===== config.mk =====
export PLATFORM = sky130hd
export DESIGN_NAME = txeq_tapgen
export DESIGN_NICKNAME = d
export VERILOG_FILES = /design/src/rtl/txeq_pkg.sv /design/src/rtl/txeq_hist.sv /design/src/rtl/txeq_therm.sv /design/src/rtl/txeq_coef.sv /design/src/rtl/txeq_tapgen.sv
export SDC_FILE = /design/constraint.sdc
export NUM_CORES = 1
export LEC_CHECK = 0
export ABC_AREA = 1
export ABC_CLOCK_PERIOD_IN_PS = 2460
export CAP_MARGIN = 20
export CORE_MARGIN = 5
export CORE_UTILIZATION = 40
export DETAILED_ROUTE_END_ITERATION = 8
export DONT_BUFFER_PORTS = 1
export PLACE_DENSITY = 0.64
export SYNTH_ARGS = -nofsm -noshare
export SYNTH_HDL_FRONTEND = slang
export SYNTH_SLANG_ARGS = --single-unit

===== constraint.sdc =====
create_clock -name clk -period 2.46 [get_ports clk]
set_input_delay 0 -clock clk [delete_from_list [all_inputs] [get_ports clk]]
set_output_delay 0 -clock clk [all_outputs]
set_load 0.01 [all_outputs]

===== src/rtl/txeq_pkg.sv =====
package txeq_pkg;
  localparam int NTAP    = 4;
  localparam int SYM_W   = 2;
  localparam int THERM_W = (1 << SYM_W) - 1;

  typedef enum logic [1:0] {
    SLOT_PRE   = 2'd0,
    SLOT_MAIN  = 2'd1,
    SLOT_POST  = 2'd2,
    SLOT_ROVER = 2'd3
  } slot_e;
endpackage


===== src/rtl/txeq_hist.sv =====
module txeq_hist #(
  parameter int SYM_W     = 2,
  parameter int POS_W     = 4,
  parameter int ROVER_MIN = 2,
  parameter int ROVER_MAX = 8
) (
  input  logic               clk,
  input  logic               rst,
  input  logic [SYM_W-1:0]   sym_in,
  input  logic [POS_W-1:0]   pos_in,
  output logic [SYM_W-1:0]   pre_sym,
  output logic [SYM_W-1:0]   main_sym,
  output logic [SYM_W-1:0]   post_sym,
  output logic [SYM_W-1:0]   rover_sym
);
  localparam int DEPTH = ROVER_MAX + 2;
  localparam logic [POS_W-1:0] PMIN = POS_W'(ROVER_MIN);
  localparam logic [POS_W-1:0] PMAX = POS_W'(ROVER_MAX);

  logic [SYM_W-1:0] line_q [DEPTH];
  logic [POS_W-1:0] pos_q;

  always_ff @(posedge clk) begin
    if (rst) begin
      for (int i = 0; i < DEPTH; i++) line_q[i] <= '0;
      pos_q <= PMIN;
    end else begin
      line_q[0] <= sym_in;
      for (int i = 1; i < DEPTH; i++) line_q[i] <= line_q[i-1];
      if (pos_in < PMIN)      pos_q <= PMIN;
      else if (pos_in > PMAX) pos_q <= PMAX;
      else                    pos_q <= pos_in;
    end
  end

  assign pre_sym  = line_q[0];
  assign main_sym = line_q[1];
  assign post_sym = line_q[2];

  always_comb begin
    rover_sym = '0;
    for (int i = 0; i < DEPTH; i++)
      if (POS_W'(i) == pos_q + POS_W'(1)) rover_sym = line_q[i];
  end

  // the held rover position never leaves the legal window
  assert_pos_window_R6: assert property (@(posedge clk) disable iff (rst)
    (pos_q >= PMIN) && (pos_q <= PMAX));
endmodule


===== src/rtl/txeq_therm.sv =====
module txeq_therm #(
  parameter int SYM_W = 2,
  localparam int TW   = (1 << SYM_W) - 1
) (
  input  logic [SYM_W-1:0] sym,
  output logic [TW-1:0]    therm
);
  always_comb begin
    for (int b = 0; b < TW; b++)
      therm[b] = ({1'b0, sym} > (SYM_W+1)'(b));
  end
endmodule


===== src/rtl/txeq_coef.sv =====
module txeq_coef #(
  parameter int COEF_W = 6,
  parameter int INIT   = 0
) (
  input  logic              clk,
  input  logic              rst,
  input  logic              step_up,
  input  logic              step_dn,
  output logic [COEF_W-1:0] coef
);
  localparam logic [COEF_W-1:0] CMAX  = '1;
  localparam logic [COEF_W-1:0] CINIT = COEF_W'(INIT);

  always_ff @(posedge clk) begin
    if (rst)                          coef <= CINIT;
    else if (step_up && coef != CMAX) coef <= coef + 1'b1;
    else if (step_dn && coef != '0)   coef <= coef - 1'b1;
  end

  assert_no_wrap_hi_R9: assert property (@(posedge clk) disable iff (rst)
    (coef == CMAX && step_up) |=> (coef == CMAX));
  assert_no_wrap_lo_R10: assert property (@(posedge clk) disable iff (rst)
    (coef == '0 && step_dn) |=> (coef == '0));
  assert_idle_hold_R8: assert property (@(posedge clk) disable iff (rst)
    (!step_up && !step_dn) |=> $stable(coef));
endmodule


===== src/rtl/txeq_tapgen.sv =====
module txeq_tapgen #(
  parameter int COEF_W    = 6,
  parameter int MAIN_INIT = 32,
  parameter int POS_W     = 4,
  parameter int ROVER_MIN = 2,
  parameter int ROVER_MAX = 8
) (
  input  logic                              clk,
  input  logic                              rst,
  input  logic [1:0]                        sym_in,
  input  logic [POS_W-1:0]                  rover_pos,
  input  logic                              adj_valid,
  input  logic [1:0]                        adj_tap,
  input  logic                              adj_up,
  output logic [txeq_pkg::NTAP*3-1:0]       tap_therm,
  output logic [txeq_pkg::NTAP*COEF_W-1:0]  tap_coef
);
  import txeq_pkg::*;

  logic [SYM_W-1:0]   slot_sym [NTAP];
  logic [THERM_W-1:0] slot_th  [NTAP];

  txeq_hist #(
    .SYM_W(SYM_W), .POS_W(POS_W),
    .ROVER_MIN(ROVER_MIN), .ROVER_MAX(ROVER_MAX)
  ) u_hist (
    .clk(clk), .rst(rst), .sym_in(sym_in), .pos_in(rover_pos),
    .pre_sym(slot_sym[SLOT_PRE]), .main_sym(slot_sym[SLOT_MAIN]),
    .post_sym(slot_sym[SLOT_POST]), .rover_sym(slot_sym[SLOT_ROVER])
  );

  for (genvar t = 0; t < NTAP; t++) begin : g_slot
    logic up_t, dn_t;
    assign up_t = adj_valid &&  adj_up && (adj_tap == 2'(t));
    assign dn_t = adj_valid && !adj_up && (adj_tap == 2'(t));

    txeq_therm #(.SYM_W(SYM_W)) u_th (.sym(slot_sym[t]), .therm(slot_th[t]));

    txeq_coef #(
      .COEF_W(COEF_W),
      .INIT((t == int'(SLOT_MAIN)) ? MAIN_INIT : 0)
    ) u_coef (
      .clk(clk), .rst(rst), .step_up(up_t), .step_dn(dn_t),
      .coef(tap_coef[t*COEF_W +: COEF_W])
    );

    always_ff @(posedge clk) begin
      if (rst) tap_therm[t*THERM_W +: THERM_W] <= '0;
      else     tap_therm[t*THERM_W +: THERM_W] <= slot_th[t];
    end

    // every emitted word is a legal thermometer code
    assert_therm_legal_R7: assert property (@(posedge clk) disable iff (rst)
      (!tap_therm[t*THERM_W+2] || tap_therm[t*THERM_W+1]) &&
      (!tap_therm[t*THERM_W+1] || tap_therm[t*THERM_W]));
  end

  // the main cursor repeats what the precursor slot showed one cycle earlier
  assert_main_follows_pre_R3: assert property (@(posedge clk) disable iff (rst)
    tap_therm[5:3] == $past(tap_therm[2:0]));
  // the postcursor repeats what the main slot showed one cycle earlier
  assert_post_follows_main_R4: assert property (@(posedge clk) disable iff (rst)
    tap_therm[8:6] == $past(tap_therm[5:3]));
endmodule


# After elaboration in Yosys (flattened, before gate mapping)
# Memory sizes are Yosys's and may differ from the RTL's.
# Index checks and enable logic that the tools add are counted.
# classes
n_eq_ne	16
n_mux	32
multipliers	0
n_shift	0
reduce_logical	31
add_sub_neg	9
n_div	0
bitwise_logic	10
n_lt_le_gt_ge	14
# op_table
op	count
$mux W6	8
$mux W2	20
$add A6 B1 Y6 const B	4
$ne A6 B6 Y1 const B	4
$reduce_bool A6 Y1	4
$sub A6 B1 Y6 const B	4
$logic_and A1 B1 Y1	18
$eq A3 B4 Y1 const A	4
$gt A2 B1 Y1 const B	8
$or A1 B1 Y1	10
$eq A2 B4 Y1 const A	2
$eq A4 B4 Y1 const A	2
$gt A2 B2 Y1 const B	4
$reduce_bool A2 Y1	4
$add A4 B1 Y4 const B	1
$eq A1 B4 Y1 const A	1
$eq A2 B2 Y1 const B	2
$gt A4 B4 Y1 const B	1
$logic_not A4 Y1	1
$lt A4 B2 Y1 const B	1
$mux W4	1
$mux W1	3
$reduce_or A3 Y1	1
$eq A2 B1 Y1 const B	1
3 further kinds	3
# word_totals
ram_bits	20
inputBits	12
rom_bits	0
regBits	40
wordCells	123
latch_bits	0
memories	1
# memory_table
memory	words	width	rd	rd_clocked_by_memory_dff	write_ports	line	text
u_hist.line_q	10	2	10	0	10	txeq_hist.sv:20	logic [SYM_W-1:0] line_q [DEPTH];

# Logic depth before layout (Yosys ltp)
# Gate-level depths: netlist of the first run.
# logic_depth
ltp_word	13
ltp_mapped	14
ltp_nobuf	14

# Cells and area by module
# Synthesis of the first run repeated with hierarchy kept, for this count alone.
# unflattened
cells_unflattened	465
area_unflattened_um2	3280.6
# by_module_without_submodules
module	seq_area_each_um2	cells_each	area_each_um2	n_inst
txeq_coef at g_slot[0].u_coef ...	120.1	64	455.4	3
txeq_hist	480.5	130	960.9	1
txeq_coef at g_slot[1].u_coef	120.1	65	457.9	1
txeq_tapgen	240.2	54	405.4	1
txeq_therm	0.0	6	22.5	4

# Worst setup path before layout of the first run
# OpenSTA, ideal clock, no wires.
# synth_timing
path_type	reg-to-reg
start	register g_slot[3].u_coef.coef[0]
end	register g_slot[3].u_coef.coef[5]
t_required_ps	2345
n_path_buf	0
setup_time_ps	115
stages_incl_launch_ff	13
synth_period_minus_slack_ps	2156
t_arrival_ps	2041
setup_slack_ps	304
path_cell_list	dfxtp_1 nand4_1 o21ai_1 ha_1 a21oi_1 nand2_1 nand2_1 nand2_1 a21oi_1 nand2b_1 nand3_1 nand2_1 nor2_1
# synth_between
elab_chain_len	3
elab_cells_between_ends	9
# synth_rtl
item	line	text
start: declaration	txeq_coef.sv:9	output logic [COEF_W-1:0] coef
start signal: assignment	txeq_coef.sv:16	else if (step_up && coef != CMAX) coef <= coef + 1'b1;
start signal: assignment	txeq_coef.sv:17	else if (step_dn && coef != '0) coef <= coef - 1'b1;
$sub A6 B1 Y6 (tied with other cells)	txeq_coef.sv:17	
$mux W6 (tied with other cells)	txeq_coef.sv:17	
$mux W6 or $reduce_bool A2 Y1 (tied branches)	--	
# Parallel ways exist; a longest one is shown, timed or not. The select of a mux whose other input is x is not followed.
# A chain may end at the register's enable or synchronous reset.

# Worst setup path in the final report of the first run
# layout_timing
start	register g_slot[0].u_coef.coef[5]
end	register g_slot[0].u_coef.coef[5]
# layout_between
elab_chain_len	3
elab_cells_between_ends	9
# layout_rtl
item	line
start: declaration	txeq_coef.sv:9
start signal: assignment	txeq_coef.sv:16
start signal: assignment	txeq_coef.sv:17
$sub A6 B1 Y6 (tied with other cells)	txeq_coef.sv:17
$mux W6 (tied with other cells)	txeq_coef.sv:17
$mux W6 or $reduce_bool A2 Y1 (tied branches)	--
# Parallel ways exist; a longest one is shown, timed or not. The select of a mux whose other input is x is not followed.

==> results.tsv, run 1 <==
metric	value	unit
p_leak	0.00153	uW
startpoint_type	register	
hold_class	input pin to register	
final.setup.tns	0	ns
period_minus_slack	2.26	ns
core.rowCount	31	
grt_pass1_wl	10.6	mm
p_total	2490	uW
end_kind	register	
synth_top_area_frac	0.417	
p_sw_frac	0.256	
h-tree-depth	3	
combPwrFrac	0.132	
drc	0	
cts_max_path_buffers	2	
finalHoldViolations	0	
fin_skew	0.00841	ns
netlist_instances	382	
start_util	0.403	
setup_viol	0	
antenna_found_initial	0	
synthFlopType	dfxtp_1	
clk_latency	0.33	ns
place_inst	491	
synth_warnings	0	
final_cells	518	
p_sw	637	uW
synth.distinct_cells	27	
nFillCells	715	
first_pass_iters	4	
clock.fmax	0.443	GHz
grt_usage	0.151	
rsz0062_at_grt	false	
cts_tree	done	
max_cap_viol_count	0	
pwr-share-seq	0.425	
avgSynthCellArea	7.54	sq um
postPlaceCellArea	3100	sq um
synth_seq_cells	60	
fin_ws	0.205	ns
async_reset_ff_frac	0	
cts_root_buffer	clkbuf_8	
routed_wl	6.41	mm
core	7140	sq um
final.period_utilization	0.917	
dp_slack	0.155	ns
fin_nets	446	
status	complete, no violations	
critical_path_class	register to register	
vias	2510	
drive_gt1_frac	0.112	
synthTopCellsByArea	dfxtp_1 42%, nor2_1 7.0%, ha_1 7.0%	
die_width	94.8	um
clock-sinks	60	
wl_per_cell	12.4	um
cts_buffers	9	
grt_pass1_vias	2452	
worstMarginPinSlew	0.772	ns
ys_seq_area_frac	0.417	
die_y	94.8	um
netlist_top_cells_count	60 x dfxtp_1, 54 x nor2_1, 52 x nand2_1	
via_per_inst	4.85	
crit_required	2.69	ns
crit_arrival	2.48	ns
worst_slew_margin_rel	0.485	
clkPwrFrac	0.443	
port_buffers	0	
cts_setup_buffers	0	
ir_worst_vdd	0.571	mV
syn-num-nets	414	
clkTransAtPathRegs	0.07	ns
cp_max_fo	5	
routabilityCongestion	0.771	
p_int	1850	uW
synth_most_common_cell	dfxtp_1	
hpwlAfterDp	4.73	mm
antenna_left	0	
boundaryPins	48	
yosysTopAreaCell	dfxtp_1	
p_per_area	717	nW/um^2
fin_area	3470	sq um
grt_max_degree	33	
antenna_cells	0	
syn_area	2880	sq um
drt-initial-drc-count	55	
drv_slew	0	
synth_edf_count	0	
area_growth	20.5	%
gr-total-overflow	0	
die_area	8990	sq um
[critical path, stage by stage (launching register included)]
cell and delay (ns):
dfxtp_1 0.38, inv_1 0.10, nor3_1 0.21, nor2_1 0.06, nand2_1 0.18, ha_1 0.32
a21oi_1 0.22, nand2_1 0.07, nand2_1 0.08, nand2_1 0.05, a21oi_1 0.16, or2_1 0.14
nand3_1 0.06, nand2_1 0.06, nor2_1 0.05
[kinds of logic (layout without fill, tap and decap cells)]
family	Yosys count	after routing	share of synthesized area
fa+ha+maj	20	20	0.0973
compound gates	65	65	0.120
buf+inv	62	99	0.0826
xor+xnor	9	9	0.0274
simple gates	166	166	0.256
flops	60	60	0.417
[power by group through the flow]
stage          Combinational, uW  Sequential (uW)  Clock (uW)
2_1_floorplan                224             1090           0
3_3_place_gp                 296             1080           0
3_5_place_dp                 305             1080           0
4_1_cts                      327             1060        1130
5_1_grt                      376             1060        1160
6_report                     329             1060        1100
[metrics by stage]
stage                     utilization  hold WS, ns
after global placement          0.434       0.0758
after global routing            0.486       0.0113
after floorplan                     -        0.100
after detailed placement        0.434       0.0760
after CTS                       0.483    0.0000328
final                           0.486       0.0178
[repair_timing]
item,in CTS,in global routing
hold endpoints to repair,37,0
resized for setup,0,3
endpoints found under the setup margin,0,2
hold buffers,10,0
[layer usage]
metal  track usage  routed length, um  up-vias
li1              -                  -     1321
met1         0.171               2830     1133
met2         0.258               3180       50
met3        0.0598                330        6
met4        0.0469                 61        0
met5             0                  0        -
[registers in the layout (all words and copies together) (netlist names)]
signal and count:
u_hist.pos_q 4, g_slot.u_coef.coef 24, u_hist.line_q 20, tap_therm 12
[cell usage in the layout (no fill, tap or decap), types with 2 or more instances in the layout]
cell type / count
a21oi_1: 37
buf_4: 16
bufinv_16: 3
clkbuf_8: 10
clkinv_1: 2
clkinv_2: 2
dfxtp_1: 60
dlygate4sd3_1: 10
fa_1: 4
ha_1: 16
inv_1: 50
inv_2: 3
nand2_1: 52
nand2_2: 5
nand3_1: 26
nand4_1: 15
nor2_1: 54
nor3_1: 7
o211ai_1: 2
o21ai_0: 23
or2_1: 2
xnor2_1: 9
[final cells by class]
cell class | instances | area [sq um] | share of cell area
Clock buffer | 10 | 138 | 0.0397
Clock inverter | 6 | 111 | 0.0321
Inverter | 56 | 211 | 0.0609
Multi-Input combinational cell | 260 | 1450 | 0.418
Sequential cell | 60 | 1200 | 0.346
Tap cell | 99 | 124 | 0.0357
Timing Repair Buffer | 27 | 235 | 0.0678
[worst paths after layout]
kind                                              start  depth (start not counted)                               endpoint  slack, ns
setup / recovery  g_slot[0].u_coef.coef[5]$_SDFFE_PP0P_                         14  g_slot[0].u_coef.coef[5]$_SDFFE_PP0P_       0.20
hold / removal                               adj_tap[0]                          3  g_slot[3].u_coef.coef[1]$_SDFFE_PP0P_       0.02
setup reg to reg  g_slot[0].u_coef.coef[5]$_SDFFE_PP0P_                         14  g_slot[0].u_coef.coef[5]$_SDFFE_PP0P_       0.20
hold reg to reg          u_hist.line_q[0][8]$_SDFF_PP0_                          2        u_hist.line_q[0][10]$_SDFF_PP0_       0.42
No activity file was read; power rests on OpenSTA's default activity.
==> run 2: changes to the inputs <==
==> constraint.sdc (replaced) <==
create_clock -name clk -period 2.46 [get_ports clk]
set_input_delay 0 -clock clk [delete_from_list [all_inputs] [get_ports clk]]
set_output_delay 0 -clock clk [all_outputs]
set_load 0.02 [all_outputs]
==> run 2 against run 1 <==
Core utilization rose by 0.74 points. Sequential cell count is the same. Sequential power is essentially flat. Hold slack improved by 0.042 ns. Critical path type unchanged. Largest power group is now sequential cells. Highest routed layer unchanged.
==> results.tsv, run 2 (synthesis results as in run 1) <==
metric	value	unit	change
status	complete, no violations		
drc	0		unchanged
rsz0062_at_grt	false		
routed_wl	6.57	mm	+2.6%
hold_class	input pin to register		
clkTransAtPathRegs	0.07	ns	about the same
worstMarginPinSlew	0.782	ns	+0.0103 ns
setup_viol	0		unchanged
clock-sinks	60		unchanged
regMostFlops	g_slot.u_coef.coef		
h-tree-depth	3		unchanged
fin_area	3520	sq um	+1.5%
crit_arrival	2.47	ns	about the same
first_pass_iters	4		unchanged
antenna_cells	0		unchanged
critPathMaxStageDelay	0.52	ns	+0.14 ns
start_util	0.403		unchanged
core.rowCount	31		unchanged
cts_tree	done		
grt_pass1_vias	2409		-1.8%
drv_slew	0		unchanged
area_growth	22.3	%	
vias	2571		+2.4%
largest_register_ffs	24		unchanged
cts_buffers	9		unchanged
p_total	2400	uW	-3.5%
fin_nets	457		+2.5%
die_width	94.8	um	unchanged
grt_usage	0.155		+0.00433
finalHoldViolations	0		unchanged
final.period_utilization	0.912		-0.00522
core	7140	sq um	unchanged
critPathBufInv	0		-1
grt_max_degree	33		unchanged
p_per_area	681	nW/um^2	-5.0%
wl_per_cell	12.4	um	+0.46%
p_leak	0.00156	uW	+2.6%
cp_max_fo	5		unchanged
layout_commonest_cell	dfxtp_1		
grt_pass1_wl	10.8	mm	+1.4%
postPlaceCellArea	3160	sq um	+2.2%
clk_latency	0.34	ns	about the same
top_regs	g_slot.u_coef.coef: 24 flops, u_hist.line_q: 20 flops, tap_therm: 12 flops		
critical_path_class	register to register		
multi_input_area	1440	sq um	-0.60%
max_cap_viol_count	0		unchanged
crit_required	2.69	ns	about the same
via_per_inst	4.86		+0.30%
nFillCells	720		+0.70%
cts_max_path_buffers	2		unchanged
fin_skew	0.00777	ns	-0.000649 ns
drive_gt1_frac	0.123		+0.0111
port_buffers	0		unchanged
r2r_setup_slack	0.22	ns	about the same
routabilityCongestion	0.801		+4.0%
hpwlAfterDp	4.76	mm	+0.74%
post-route-util	0.494		+0.00736
die_y	94.8	um	unchanged
antenna_found_initial	0		unchanged
boundaryPins	48		unchanged
path_cells	nand2_1, o21ai_1, ha_1, a21oi_1, nand2_1, nand2_1, nand2_1, a21oi_1, nand2b_1, nand3_1, nand2_1, nor2_1		
final_cell_mix	59 x dfxtp_1, 54 x nor2_1, 52 x nand2_1, 51 x inv_1, 37 x a21oi_1		
final.setup.tns	0	ns	unchanged
period_minus_slack	2.24	ns	-0.0128 ns
drt-initial-drc-count	95		+73%
crit_top_cell	nand2_1		
antenna_left	0		unchanged
cts_root_buffer	clkbuf_8		
cp_slowest_cell	dfxtp_1		
ff_latch_area	1200	sq um	+0.10%
clock.fmax	0.446	GHz	+0.57%
gr-total-overflow	0		unchanged
worst_slew_margin_rel	0.478		-0.00691
ir_worst_vdd	0.341	mV	-40%
crit_family	simple AND/OR/NAND/NOR gates		
die_area	8990	sq um	unchanged
startpoint_type	register		
end_kind	register		
==> run 2: final timing paths <==
kind,cells past startpoint,endpoint,start
min,6,g_slot[1].u_coef.coef[5]$_SDFFE_PP1P_,adj_tap[1]
max reg2reg,12,g_slot[3].u_coef.coef[5]$_SDFFE_PP0P_,g_slot[3].u_coef.coef[4]$_SDFFE_PP0P_
max,12,g_slot[3].u_coef.coef[5]$_SDFFE_PP0P_,g_slot[3].u_coef.coef[4]$_SDFFE_PP0P_
min reg2reg,2,u_hist.line_q[0][19]$_SDFF_PP0_,u_hist.line_q[0][17]$_SDFF_PP0_
==> run 2: area by class of cell <==
type	count	share of cell area
multi-input cells	260	0.409
flip-flops and latches	60	0.341
repair buffers	38	0.0931
inverters	56	0.0600
clock buffers	10	0.0362
well taps	99	0.0352
clock inverters	6	0.0252
==> run 2: power breakdown <==
group          total, uW  leakage, uW  switching (uW)  internal, uW
clock                971     0.000102             401           570
sequential          1050     0.000489            37.8          1010
combinational        378     0.000973             224           153
total               2400      0.00156             663          1740
==> run 2: worst register-to-register path: cells and delay by family, from the launching register on <==
family | cells | cell delay [ns]
flip-flops | 1 | 0.52
AO/OA/AOI/OAI | 3 | 0.61
adder cells (fa/ha/maj) | 1 | 0.34
AND/OR/NAND/NOR | 8 | 0.67
==> run 2: through the flow <==
step / hold slack (ns) / std cells / setup slack (ns)
after floorplan: 0.100 / 382 / 0.223
after global placement: 0.0763 / 500 / 0.367
after detailed placement: 0.0759 / 500 / 0.261
after CTS: 0.0420 / 529 / 0.215
after global routing: 0.0899 / 529 / 0.00318
final: 0.0598 / 529 / 0.218
==> run 2: metal layers <==
layer,up-vias,wire [um],GRT usage
li1,1340,-,-
met1,1171,2840,0.175
met2,52,3230,0.264
met3,8,415,0.0598
met4,0,81,0.0565
met5,-,0,0
==> run 2: timing repair <==
| action | 4_1_cts | 5_1_grt |
|---|---|---|
| buffers inserted | 0 | 0 |
| hold buffers | 13 | 0 |
| resized for setup | 0 | 1 |
| setup endpoints to repair | 0 | 1 |
| endpoints found under the hold margin | 38 | 0 |
